**config.mk**
```make
export PLATFORM = sky130hd
export DESIGN_NAME = spi_cmd_host_regs
export DESIGN_NICKNAME = d
export VERILOG_FILES = /design/src/rtl/spi_host_pkg.sv /design/src/rtl/spi_host_fifo.sv /design/src/rtl/spi_host_irq.sv /design/src/rtl/spi_cmd_host_regs.sv
export SDC_FILE = /design/constraint.sdc
export NUM_CORES = 1
export LEC_CHECK = 0
export ABC_CLOCK_PERIOD_IN_PS = 7500
export BUFFER_PORTS_ARGS = -buffer_cell sky130_fd_sc_hd__buf_2
export CORE_UTILIZATION = 55
export DETAILED_ROUTE_END_ITERATION = 8
export PLACE_DENSITY = 0.82
export SYNTH_ARGS = -nofsm -noshare
export SYNTH_HDL_FRONTEND = slang
export SYNTH_SLANG_ARGS = --single-unit
```
**constraint.sdc**
```tcl
create_clock -name clk -period 7.5 [get_ports clk]
set_input_delay 0.375 -clock clk [delete_from_list [all_inputs] [get_ports clk]]
set_output_delay 0.375 -clock clk [all_outputs]
set_load 0.02 [all_outputs]
```
**src/rtl/spi_host_pkg.sv**
```systemverilog
package spi_host_pkg;
  localparam logic [7:0] A_VERSION  = 8'h00;
  localparam logic [7:0] A_SOFTRST  = 8'h40;
  localparam logic [7:0] A_IRQ_EN   = 8'h80;
  localparam logic [7:0] A_IRQ_PEND = 8'h84;
  localparam logic [7:0] A_IRQ_SRC  = 8'h88;
  localparam logic [7:0] A_SYNC     = 8'hC0;
  localparam logic [7:0] A_CMD_ROOM = 8'hD0;
  localparam logic [7:0] A_TX_ROOM  = 8'hD4;
  localparam logic [7:0] A_RX_LVL   = 8'hD8;
  localparam logic [7:0] A_CMD_PUSH = 8'hE0;
  localparam logic [7:0] A_TX_PUSH  = 8'hE4;
  localparam logic [7:0] A_RX_POP   = 8'hE8;
  localparam logic [7:0] A_RX_PEEK  = 8'hEC;

  localparam int unsigned N_LVL_SRC = 3;
  localparam int unsigned N_IRQ     = N_LVL_SRC + 1;
  localparam logic [7:0]  VER_MAJOR = 8'd1;
endpackage

```
**src/rtl/spi_host_fifo.sv**
```systemverilog
module spi_host_fifo #(
  parameter int unsigned W  = 8,
  parameter int unsigned AW = 4
) (
  input  logic          clk,
  input  logic          rst_n,
  input  logic          flush,
  input  logic          push,
  input  logic [W-1:0]  din,
  input  logic          pop,
  output logic [W-1:0]  dout,
  output logic [AW:0]   level
);
  localparam int unsigned DEPTH = 1 << AW;

  logic [W-1:0]  mem [DEPTH];
  logic [AW-1:0] wptr, rptr;
  logic          is_full, is_empty, do_push, do_pop;

  assign is_full  = (level == (AW+1)'(DEPTH));
  assign is_empty = (level == '0);
  assign do_push  = push && !is_full && !flush;
  assign do_pop   = pop && !is_empty && !flush;
  assign dout     = is_empty ? '0 : mem[rptr];

  always_ff @(posedge clk) begin
    if (do_push) mem[wptr] <= din;
  end

  always_ff @(posedge clk or negedge rst_n) begin
    if (!rst_n) begin
      wptr  <= '0;
      rptr  <= '0;
      level <= '0;
    end else if (flush) begin
      wptr  <= '0;
      rptr  <= '0;
      level <= '0;
    end else begin
      if (do_push) wptr <= wptr + 1'b1;
      if (do_pop)  rptr <= rptr + 1'b1;
      case ({do_push, do_pop})
        2'b10:   level <= level + 1'b1;
        2'b01:   level <= level - 1'b1;
        default: level <= level;
      endcase
    end
  end
endmodule

```
**src/rtl/spi_host_irq.sv**
```systemverilog
module spi_host_irq #(
  parameter int unsigned  NL      = 3,
  parameter logic [NL-1:0] LVL_RST = '0
) (
  input  logic        clk,
  input  logic        rst_n,
  input  logic [NL-1:0] lvl,
  input  logic        evt,
  input  logic        en_we,
  input  logic        clr_we,
  input  logic [NL:0] wdata,
  output logic [NL:0] enable,
  output logic [NL:0] pending,
  output logic        irq
);
  logic [NL-1:0] lvl_q;
  logic [NL:0]   set_v, clr_v;

  assign set_v = {evt, lvl & ~lvl_q};
  assign clr_v = clr_we ? wdata : '0;
  assign irq   = |(pending & enable);

  always_ff @(posedge clk or negedge rst_n) begin
    if (!rst_n) begin
      lvl_q   <= LVL_RST;
      pending <= '0;
      enable  <= '0;
    end else begin
      lvl_q   <= lvl;
      pending <= (pending & ~clr_v) | set_v;
      if (en_we) enable <= wdata;
    end
  end
endmodule

```
**src/rtl/spi_cmd_host_regs.sv**
```systemverilog
module spi_cmd_host_regs
  import spi_host_pkg::*;
#(
  parameter int unsigned CMD_AW    = 4,
  parameter int unsigned TX_AW     = 4,
  parameter int unsigned RX_AW     = 4,
  parameter int unsigned CMD_LOW   = (1 << CMD_AW) / 4,
  parameter int unsigned TX_LOW    = (1 << TX_AW) / 4,
  parameter int unsigned RX_HIGH   = 3 * (1 << RX_AW) / 4,
  parameter logic [7:0]  VER_MINOR = 8'h00,
  parameter logic [7:0]  VER_PATCH = 8'h61
) (
  input  logic        clk,
  input  logic        rst_n,
  input  logic        reg_wr,
  input  logic        reg_rd,
  input  logic [7:0]  reg_addr,
  input  logic [31:0] reg_wdata,
  output logic [31:0] reg_rdata,
  output logic        irq,
  output logic        core_rst,
  output logic        cmd_valid,
  input  logic        cmd_ready,
  output logic [15:0] cmd_data,
  output logic        tx_valid,
  input  logic        tx_ready,
  output logic [7:0]  tx_data,
  input  logic        rx_valid,
  output logic        rx_ready,
  input  logic [7:0]  rx_data,
  input  logic        sync_valid,
  input  logic [7:0]  sync_id
);
  localparam int unsigned CMD_DEPTH = 1 << CMD_AW;
  localparam int unsigned TX_DEPTH  = 1 << TX_AW;
  localparam int unsigned RX_DEPTH  = 1 << RX_AW;

  logic              soft_rst;
  logic [7:0]        sync_q;
  logic [CMD_AW:0]   cmd_level;
  logic [TX_AW:0]    tx_level;
  logic [RX_AW:0]    rx_level;
  logic [7:0]        rx_head;
  logic [N_IRQ-1:0]  irq_en, irq_pend;
  logic [N_LVL_SRC-1:0] lvl_cond;
  logic              wr_cmd, wr_tx, rd_pop, rx_push;

  assign wr_cmd  = reg_wr && (reg_addr == A_CMD_PUSH);
  assign wr_tx   = reg_wr && (reg_addr == A_TX_PUSH);
  assign rd_pop  = reg_rd && (reg_addr == A_RX_POP);
  assign rx_ready = !soft_rst && (32'(rx_level) < RX_DEPTH);
  assign rx_push  = rx_valid && rx_ready;
  assign core_rst = soft_rst;

  always_ff @(posedge clk or negedge rst_n) begin
    if (!rst_n) begin
      soft_rst <= 1'b1;
      sync_q   <= '0;
    end else begin
      if (reg_wr && reg_addr == A_SOFTRST) soft_rst <= reg_wdata[0];
      if (sync_valid) sync_q <= sync_id;
    end
  end

  spi_host_fifo #(.W(16), .AW(CMD_AW)) u_cmd_q (
    .clk(clk), .rst_n(rst_n), .flush(soft_rst),
    .push(wr_cmd), .din(reg_wdata[15:0]),
    .pop(cmd_ready), .dout(cmd_data), .level(cmd_level)
  );

  spi_host_fifo #(.W(8), .AW(TX_AW)) u_tx_q (
    .clk(clk), .rst_n(rst_n), .flush(soft_rst),
    .push(wr_tx), .din(reg_wdata[7:0]),
    .pop(tx_ready), .dout(tx_data), .level(tx_level)
  );

  spi_host_fifo #(.W(8), .AW(RX_AW)) u_rx_q (
    .clk(clk), .rst_n(rst_n), .flush(soft_rst),
    .push(rx_push), .din(rx_data),
    .pop(rd_pop), .dout(rx_head), .level(rx_level)
  );

  assign cmd_valid = (cmd_level != '0);
  assign tx_valid  = (tx_level != '0);

  assign lvl_cond[0] = (32'(cmd_level) <= CMD_LOW);
  assign lvl_cond[1] = (32'(tx_level) <= TX_LOW);
  assign lvl_cond[2] = (32'(rx_level) >= RX_HIGH);

  spi_host_irq #(.NL(N_LVL_SRC), .LVL_RST(3'b011)) u_irq (
    .clk(clk), .rst_n(rst_n), .lvl(lvl_cond), .evt(sync_valid),
    .en_we(reg_wr && reg_addr == A_IRQ_EN),
    .clr_we(reg_wr && reg_addr == A_IRQ_PEND),
    .wdata(reg_wdata[N_IRQ-1:0]),
    .enable(irq_en), .pending(irq_pend), .irq(irq)
  );

  always_comb begin
    reg_rdata = '0;
    if (reg_rd) begin
      case (reg_addr)
        A_VERSION:  reg_rdata = {8'd0, VER_MAJOR, VER_MINOR, VER_PATCH};
        A_SOFTRST:  reg_rdata = {31'd0, soft_rst};
        A_IRQ_EN:   reg_rdata = 32'(irq_en);
        A_IRQ_PEND: reg_rdata = 32'(irq_pend);
        A_IRQ_SRC:  reg_rdata = 32'(irq_pend & irq_en);
        A_SYNC:     reg_rdata = {24'd0, sync_q};
        A_CMD_ROOM: reg_rdata = CMD_DEPTH - 32'(cmd_level);
        A_TX_ROOM:  reg_rdata = TX_DEPTH - 32'(tx_level);
        A_RX_LVL:   reg_rdata = 32'(rx_level);
        A_RX_POP,
        A_RX_PEEK:  reg_rdata = {24'd0, rx_head};
        default:    reg_rdata = '0;
      endcase
    end
  end
endmodule

```
### After elaboration in Yosys (flattened, before gate mapping)

Memories as Yosys holds them, arrays and structs flattened.
Index checks and enable logic that the tools add are counted.

* register bits after elaboration: 59
* bits in writable memories: 512
* input port bits: 64
* output and inout bits: 61
* word-level logic and storage cells: 137
* memories: 3

* add/sub/neg operators: 14
* order comparisons: 4
* equality and inequality tests: 21
* multiplexer cells: 30
* bitwise gates (word level): 7
* reduce and logical (&&, ||, !) cells: 44

Memory list
* u_cmd_q.mem: depth 16, width 16, rd ports 1, clocked after memory_dff 0, write ports 1, RTL line spi_host_fifo.sv:16 `logic [W-1:0] mem [DEPTH];`
* u_rx_q.mem: depth 16, width 8, rd ports 1, clocked after memory_dff 0, write ports 1, RTL line spi_host_fifo.sv:16
* u_tx_q.mem: depth 16, width 8, rd ports 1, clocked after memory_dff 0, write ports 1, RTL line spi_host_fifo.sv:16

Operators by type and width (count)
* 32-bit case mux with 10 select lines: 1
* 8-bit equality test (second input constant): 11
* 4-bit 2-to-1 mux: 13
* 32-bit 2-to-1 mux: 1
* 5-bit case mux with 2 select lines: 3
* 4-bit by 1-bit adder with 4-bit output (second input constant): 6
* 1-bit logical AND: 20
* 16-bit 2-to-1 mux: 1
* 8-bit 2-to-1 mux: 2
* 5-bit by 1-bit adder with 5-bit output (second input constant): 3
* 5-bit equality test (second input constant): 3
* 5-bit logical NOT: 3
* 5-bit 2-to-1 mux: 3
* 5-bit by 1-bit subtractor with 5-bit output (second input constant): 3
* 4-bit bitwise AND: 3
* 2-bit nonzero test: 6
* 5-bit by 5-bit subtractor with 6-bit output (first input constant): 2
* 5-bit by 3-bit less-or-equal comparator with 1-bit output (second input constant): 2
* 5-bit nonzero test: 2
* 3-bit nonzero test: 3
* 8-bit by 7-bit equality test with 1-bit output (second input constant): 1
* 8-bit logical NOT: 1
* 1-bit logical NOT: 7
* 2-bit by 1-bit equality test with 1-bit output (second input constant): 3
* 10 further kinds: 17

### Depth between registers and ports, before layout

* word-level depth: 8
* mapped depth: 13
* depth with buffers taken out: 13

### Hierarchy

From an unflattened synthesis, not the netlist that was laid out.

* cell total of the unflattened synthesis: 1301
* area, all modules: 24050.6 sq um

Modules (own cells, without submodules)
* spi_host_fifo at u_rx_q ...: instances 2, cells each 306, area an instance 5820.6 sq um, seq. area each 4169.0 sq um
* spi_host_fifo at u_cmd_q: instances 1, cells each 493, area an instance 10686.5 sq um, seq. area each 8012.7 sq um
* spi_cmd_host_regs: instances 1, cells each 167, area an instance 1321.3 sq um, seq. area each 226.5 sq um
* spi_host_irq: instances 1, cells each 29, area an instance 401.6 sq um, seq. area each 277.8 sq um

### Worst setup path after synthesis

Ideal clock, no wire load.

* kind: in2out
* start point: in reg_addr[1]
* end point: out reg_rdata[10]
* arrival: 2883 ps
* data required time: 7125 ps
* slack: 4242 ps
* stages: 7
* path buffers: 2
* path through: or4b_1 -> nor4b_1 -> o21ai_1 -> and2_1 -> clkbuf_1 -> nor2_1 -> buf_4

* longest elaborated chain between the ends: 4
* elaborated cells on any way between the ends: 14
* those cells by class: 10 x eq/ne; 2 x mux; 2 x reduce/logical

RTL lines
* start: declaration: RTL line spi_cmd_host_regs.sv:17 `input logic [7:0] reg_addr,`
* 8-bit equality test: RTL line spi_cmd_host_regs.sv:101 `case (reg_addr)`
* 2-bit OR reduction: RTL line spi_cmd_host_regs.sv:101
* 32-bit case mux with 10 select lines (*): RTL line spi_cmd_host_regs.sv:101
* 32-bit 2-to-1 mux (*): RTL line spi_cmd_host_regs.sv:100 `if (reg_rd) begin`
* end: declaration: RTL line spi_cmd_host_regs.sv:19 `output logic [31:0] reg_rdata,`

Every way passes the cells marked *; elsewhere a longest branch is shown, timed or not.

### Worst setup path after layout

* start point: reg u_cmd_q.rptr[0]
* end point: out cmd_data[2]

* longest elaborated chain between the ends: 2

RTL lines
* start: declaration: RTL line spi_host_fifo.sv:17 `logic [AW-1:0] wptr, rptr;`
* start signal: assignment: RTL line spi_host_fifo.sv:41 `if (do_pop) rptr <= rptr + 1'b1;`
* memory read 16 x 16 bit
* 16-bit 2-to-1 mux: RTL line spi_host_fifo.sv:24 `assign dout = is_empty ? '0 : mem[rptr];`
* end: declaration: RTL line spi_cmd_host_regs.sv:24 `output logic [15:0] cmd_data,`

No other way between the ends.

==> results.txt <==
The flow ran to the end, and the final reports show no timing, DRC or antenna violations. Traced cell by cell, the critical path runs through buf_4, mux4_2, mux4_2, and2_1, buf_2. The setup check on the worst reg-to-reg path leaves a slack of 4.00 ns. Detailed placement ended at an HPWL of 29,670 um. Port buffering added 108 buffers. Yosys attributes the largest share of cell area to sky130_fd_sc_hd__edfxtp_1, sky130_fd_sc_hd__mux4_2, sky130_fd_sc_hd__dfrtp_1.

Cells with a size suffix above 1 make up 28.11% of the layout. The average via count per standard cell was 6.248; the number of global-route vias before repair was 12,900. The worst-case IR drop observed on VDD is 0.1905 mV.

The area of the multi-input gates was 6499 sq um; the number of design rule violations left after detail routing was 0. The tools report the number of distinct library cells after synthesis as 70. The buffer levels on the longest clock path came out at 3. The number of nets handed over by synthesis was 1,371. At the later pin of the worst-skew pair, clock insertion delay measures 0.62 ns. The maximum number of pins on one net before global-route repair was 68. The critical path in this run is classified as reg -> out. Number of max-capacitance violations reported: 0. After clock tree synthesis, the clock-pin slew on the worst setup and hold paths is 0.06 ns. The logs give 0 ns for the total negative slack for setup checks and 0 for the number of endpoints failing setup at the final stage. The pre-antenna-repair detailed-routing pass consisted of 6 iterations. After synthesis, the mean cell area works out to 18.63 sq um.

The run gives 125 as the number of primary I/O pins. Counting instances, the worst hold path has a depth of 3. The slew at the pin closest to its max-slew limit was 1.263 ns; the worst path required time was 7.12 ns. Critical path arrival: 3.70 ns.

Hold-critical path endpoint: u_rx_q.level[4]. The quantity of hold-fixing buffers added after cts is 9, and the cell leakage power is 0.008867 uW. The run gives 24.15% as the total routing resource utilization after global routing. Timing would allow up to 0.2456 GHz.

The number of antenna diodes in the final layout is 0. sky130_fd_sc_hd__edfxtp_1 takes more of the synthesized area than any other cell. The root buffer cell chosen for the clock tree is sky130_fd_sc_hd__clkbuf_16. The die is 210.2 um tall. The tools report the start of the worst register-to-register path as u_tx_q.level[1].

The largest individual stage delay along the critical path comes from the cell sky130_fd_sc_hd__dfrtp_4. The sequential cells in the finished layout cover a total of 16,860 sq um. The number of cells produced by synthesis is 1,280, and the share of synthesized registers carrying an async set or reset is 10.33%.

The sum of overflow across all layers after global routing was 0; the synthesis-stage register bit count was 571. The netlist area before placement is 23,850 sq um, and the areal power density over the cells is 328.5 nW/um^2. The worst register-to-register path ends at u_tx_q.level[4]. TritonCTS built the clock tree.

The family with the most delay on the worst path is multiplexers. The die is 210.2 um wide. The post-CTS repair timing setup buffer count is 0, and the layout overhead on the synthesized area is 12.61%. After floorplanning, the core was divided into 75 placement rows. The worst path in the final design needs a cycle of 4.072 ns, including I/O delays and setup. After the last flow step, the layout net total stands at 1,477.

The final max-slew violation count was 0; the starting density of the core was 56.35%. The worst setup path is launched from a flip-flop. The fraction of the yosys area taken by sequential cells was 70.68%; the combined buffer and inverter count along the critical path was 2. The synthesized design contains 512 enable-type register cells. In this run the most critical hold path is launched from rx_valid.

The number of buffers created by CTS is 54. The largest single stage delay on the critical path is 0.89 ns. For the number of failing hold endpoints at the final stage, the log shows 0. The die footprint was 44,190 sq um. The maximum net fanout on the critical path is 36. In the synthesized netlist the dominant register cell turns out to be sky130_fd_sc_hd__edfxtp_1.

The tools report the remaining antenna violation count after routing as 0. The kind of capture point of the worst setup path is an output pin. Counting stages on the worst path, the most repeated cell is sky130_fd_sc_hd__mux4_2.

The final weighted congestion in routability-driven placement is 0.8618. For the final database, setup skew stands at 0.03019 ns. The run gives 78,430 um as the first-pass GRT wire length. The clock net in this run drives a total of 571 sinks. Summed over its instances, the top area cell type makes up 64.47% of the synthesized netlist area. The layout has 2,782 filler cells. The tools report the number of resized instances in the post-cts repair step as 0. In this run the worst hold path is classified as in -> reg.

The number of antenna violations at the first check in global routing is 0. The region available for standard cell placement spans 42,320 sq um. Yosys printed 0 warnings.

In the finished design, the share of the clock period the worst path needs comes to 54.29%. The design draws 8822 uW. In this run the tightest slew margin relative to its limit is 15.49%. Setup repair after global routing left no endpoint under its margin. The H-tree generated during clock tree synthesis spans 2 levels. The logic depth of the worst register-to-register path is 12, and the total routed wirelength is 51,470 um.

Mean routed wirelength per cell: 25.65 um. The detailed router finished its first iteration with 1,378 violations. Summing over every cut layer, the via total after detailed routing is 12,540.
[per-layer routing]
layer  track usage [%]  share of wire (%)  up-vias
li1                  -                  -     5353
met2             41.48                 51      580
met4             6.368                2.1        0
met5                 0                  0        -
met3             4.231                7.2       90
met1             32.12                 39     6517
[worst max path at each step]
| stage | end | slack (ns) | cells past startpoint | startpoint |
|---|---|---|---|---|
| global placement | cmd_data[0] | 4.00 | 5 | u_cmd_q.rptr[0] |
| CTS | cmd_data[0] | 3.34 | 5 | u_cmd_q.rptr[0] |
| floorplan | reg_rdata[10] | 4.24 | 7 | reg_addr[1] |
| global route | cmd_data[2] | 3.20 | 5 | u_cmd_q.rptr[0] |
| finish | cmd_data[2] | 3.43 | 5 | u_cmd_q.rptr[0] |
| detailed placement | cmd_data[0] | 4.01 | 5 | u_cmd_q.rptr[0] |
[worst reg2reg max path, stage by stage, from the launching register on]
cell and delay [ns]:
sky130_fd_sc_hd__dfrtp_1 0.47, sky130_fd_sc_hd__inv_1 0.11, sky130_fd_sc_hd__ha_1 0.23, sky130_fd_sc_hd__nor3b_1 0.17, sky130_fd_sc_hd__ha_1 0.22, sky130_fd_sc_hd__or3b_1 0.37, sky130_fd_sc_hd__a41oi_2 0.26, sky130_fd_sc_hd__xnor2_1 0.11
sky130_fd_sc_hd__ha_1 0.22, sky130_fd_sc_hd__or3_1 0.31, sky130_fd_sc_hd__a2111oi_0 0.61, sky130_fd_sc_hd__nor3_1 0.12, sky130_fd_sc_hd__nor3_1 0.21
[report_power, final]
part / internal, uW / total, uW / switching, uW
registers: 3610 / 3860 / 257
clock network: 1690 / 2890 / 1190
logic: 1040 / 2070 / 1030
[cells in the final DEF, fill, tap and decap left out, types with 15 or more instances in the layout]
cell                        count
sky130_fd_sc_hd__edfxtp_1     512
sky130_fd_sc_hd__mux4_2       151
sky130_fd_sc_hd__buf_2        108
sky130_fd_sc_hd__nor2_1        66
sky130_fd_sc_hd__clkbuf_16     55
sky130_fd_sc_hd__dfrtp_1       52
sky130_fd_sc_hd__and2_1        43
sky130_fd_sc_hd__nand2_1       38
sky130_fd_sc_hd__ha_1          27
sky130_fd_sc_hd__inv_1         22
sky130_fd_sc_hd__buf_4         22
sky130_fd_sc_hd__a21oi_1       20
sky130_fd_sc_hd__xnor2_1       16
sky130_fd_sc_hd__nor3_1        15
sky130_fd_sc_hd__mux2i_1       15
[state kept, by name, summed over array words and instances (netlist names), 5 cells and up]
register,cells
sync_q,8
u_rx_q.level,5
u_cmd_q.mem,256
u_tx_q.level,5
u_tx_q.mem,128
u_cmd_q.level,5
u_rx_q.mem,128
[stage by stage]
step,setup WS [ns],utilization (%),hold WS (ns),instance area [sq um],cells
CTS,3.340,63.45,0.08104,26850,2007
global placement,4.001,58.78,0.4953,24880,1898
finish,3.428,63.45,0.1082,26850,2007
detailed placement,4.006,58.78,0.5014,24880,1898
floorplan,4.242,-,0.07941,23850,1280
global route,3.199,63.45,0.1091,26850,2007
[synthesized netlist by cell type, drive strengths merged (3+ instances only)]
cell       n
nand3b     4
o21ai     13
nor2b     10
nand2b     6
nor2      77
a22oi      6
edfxtp   512
a32oi      9
dfstp      3
and4       3
a31oi      3
a21oi     20
o2bb2ai    9
nand4      8
o21a       3
xnor2     17
or3        9
mux2      15
a221oi     8
a22o       3
nor3b      7
a211oi     4
dfrtp     56
nor4       3
mux2i     15
o31ai      3
xor2      14
a21o       3
nand2     38
buf       49
nor4b      4
nor3      16
mux4     151
inv       23
and2      45
nand3     14
or4        3
ha        27
clkbuf    40
[cell type report]
type | count | area share [%]
Sequential cell | 571 | 62.79
Clock inverter | 37 | 1.794
Inverter | 23 | 0.3215
Timing Repair Buffer | 139 | 2.963
Multi-Input combinational cell | 597 | 24.20
Clock buffer | 63 | 5.237
Tap cell | 577 | 2.688
[logic make-up (layout without fill, tap and decap cells)]
kind of cell	after synthesis	after routing	share of synthesized area, %
simple gates	258	258	5.861
compound gates	100	100	3.064
buf+inv	112	262	2.209
mux	181	181	15.60
fa+ha+maj	27	27	1.417
xor+xnor	31	31	1.170
flops	571	571	70.68
Note: power is estimated with default switching activity, not from simulation.
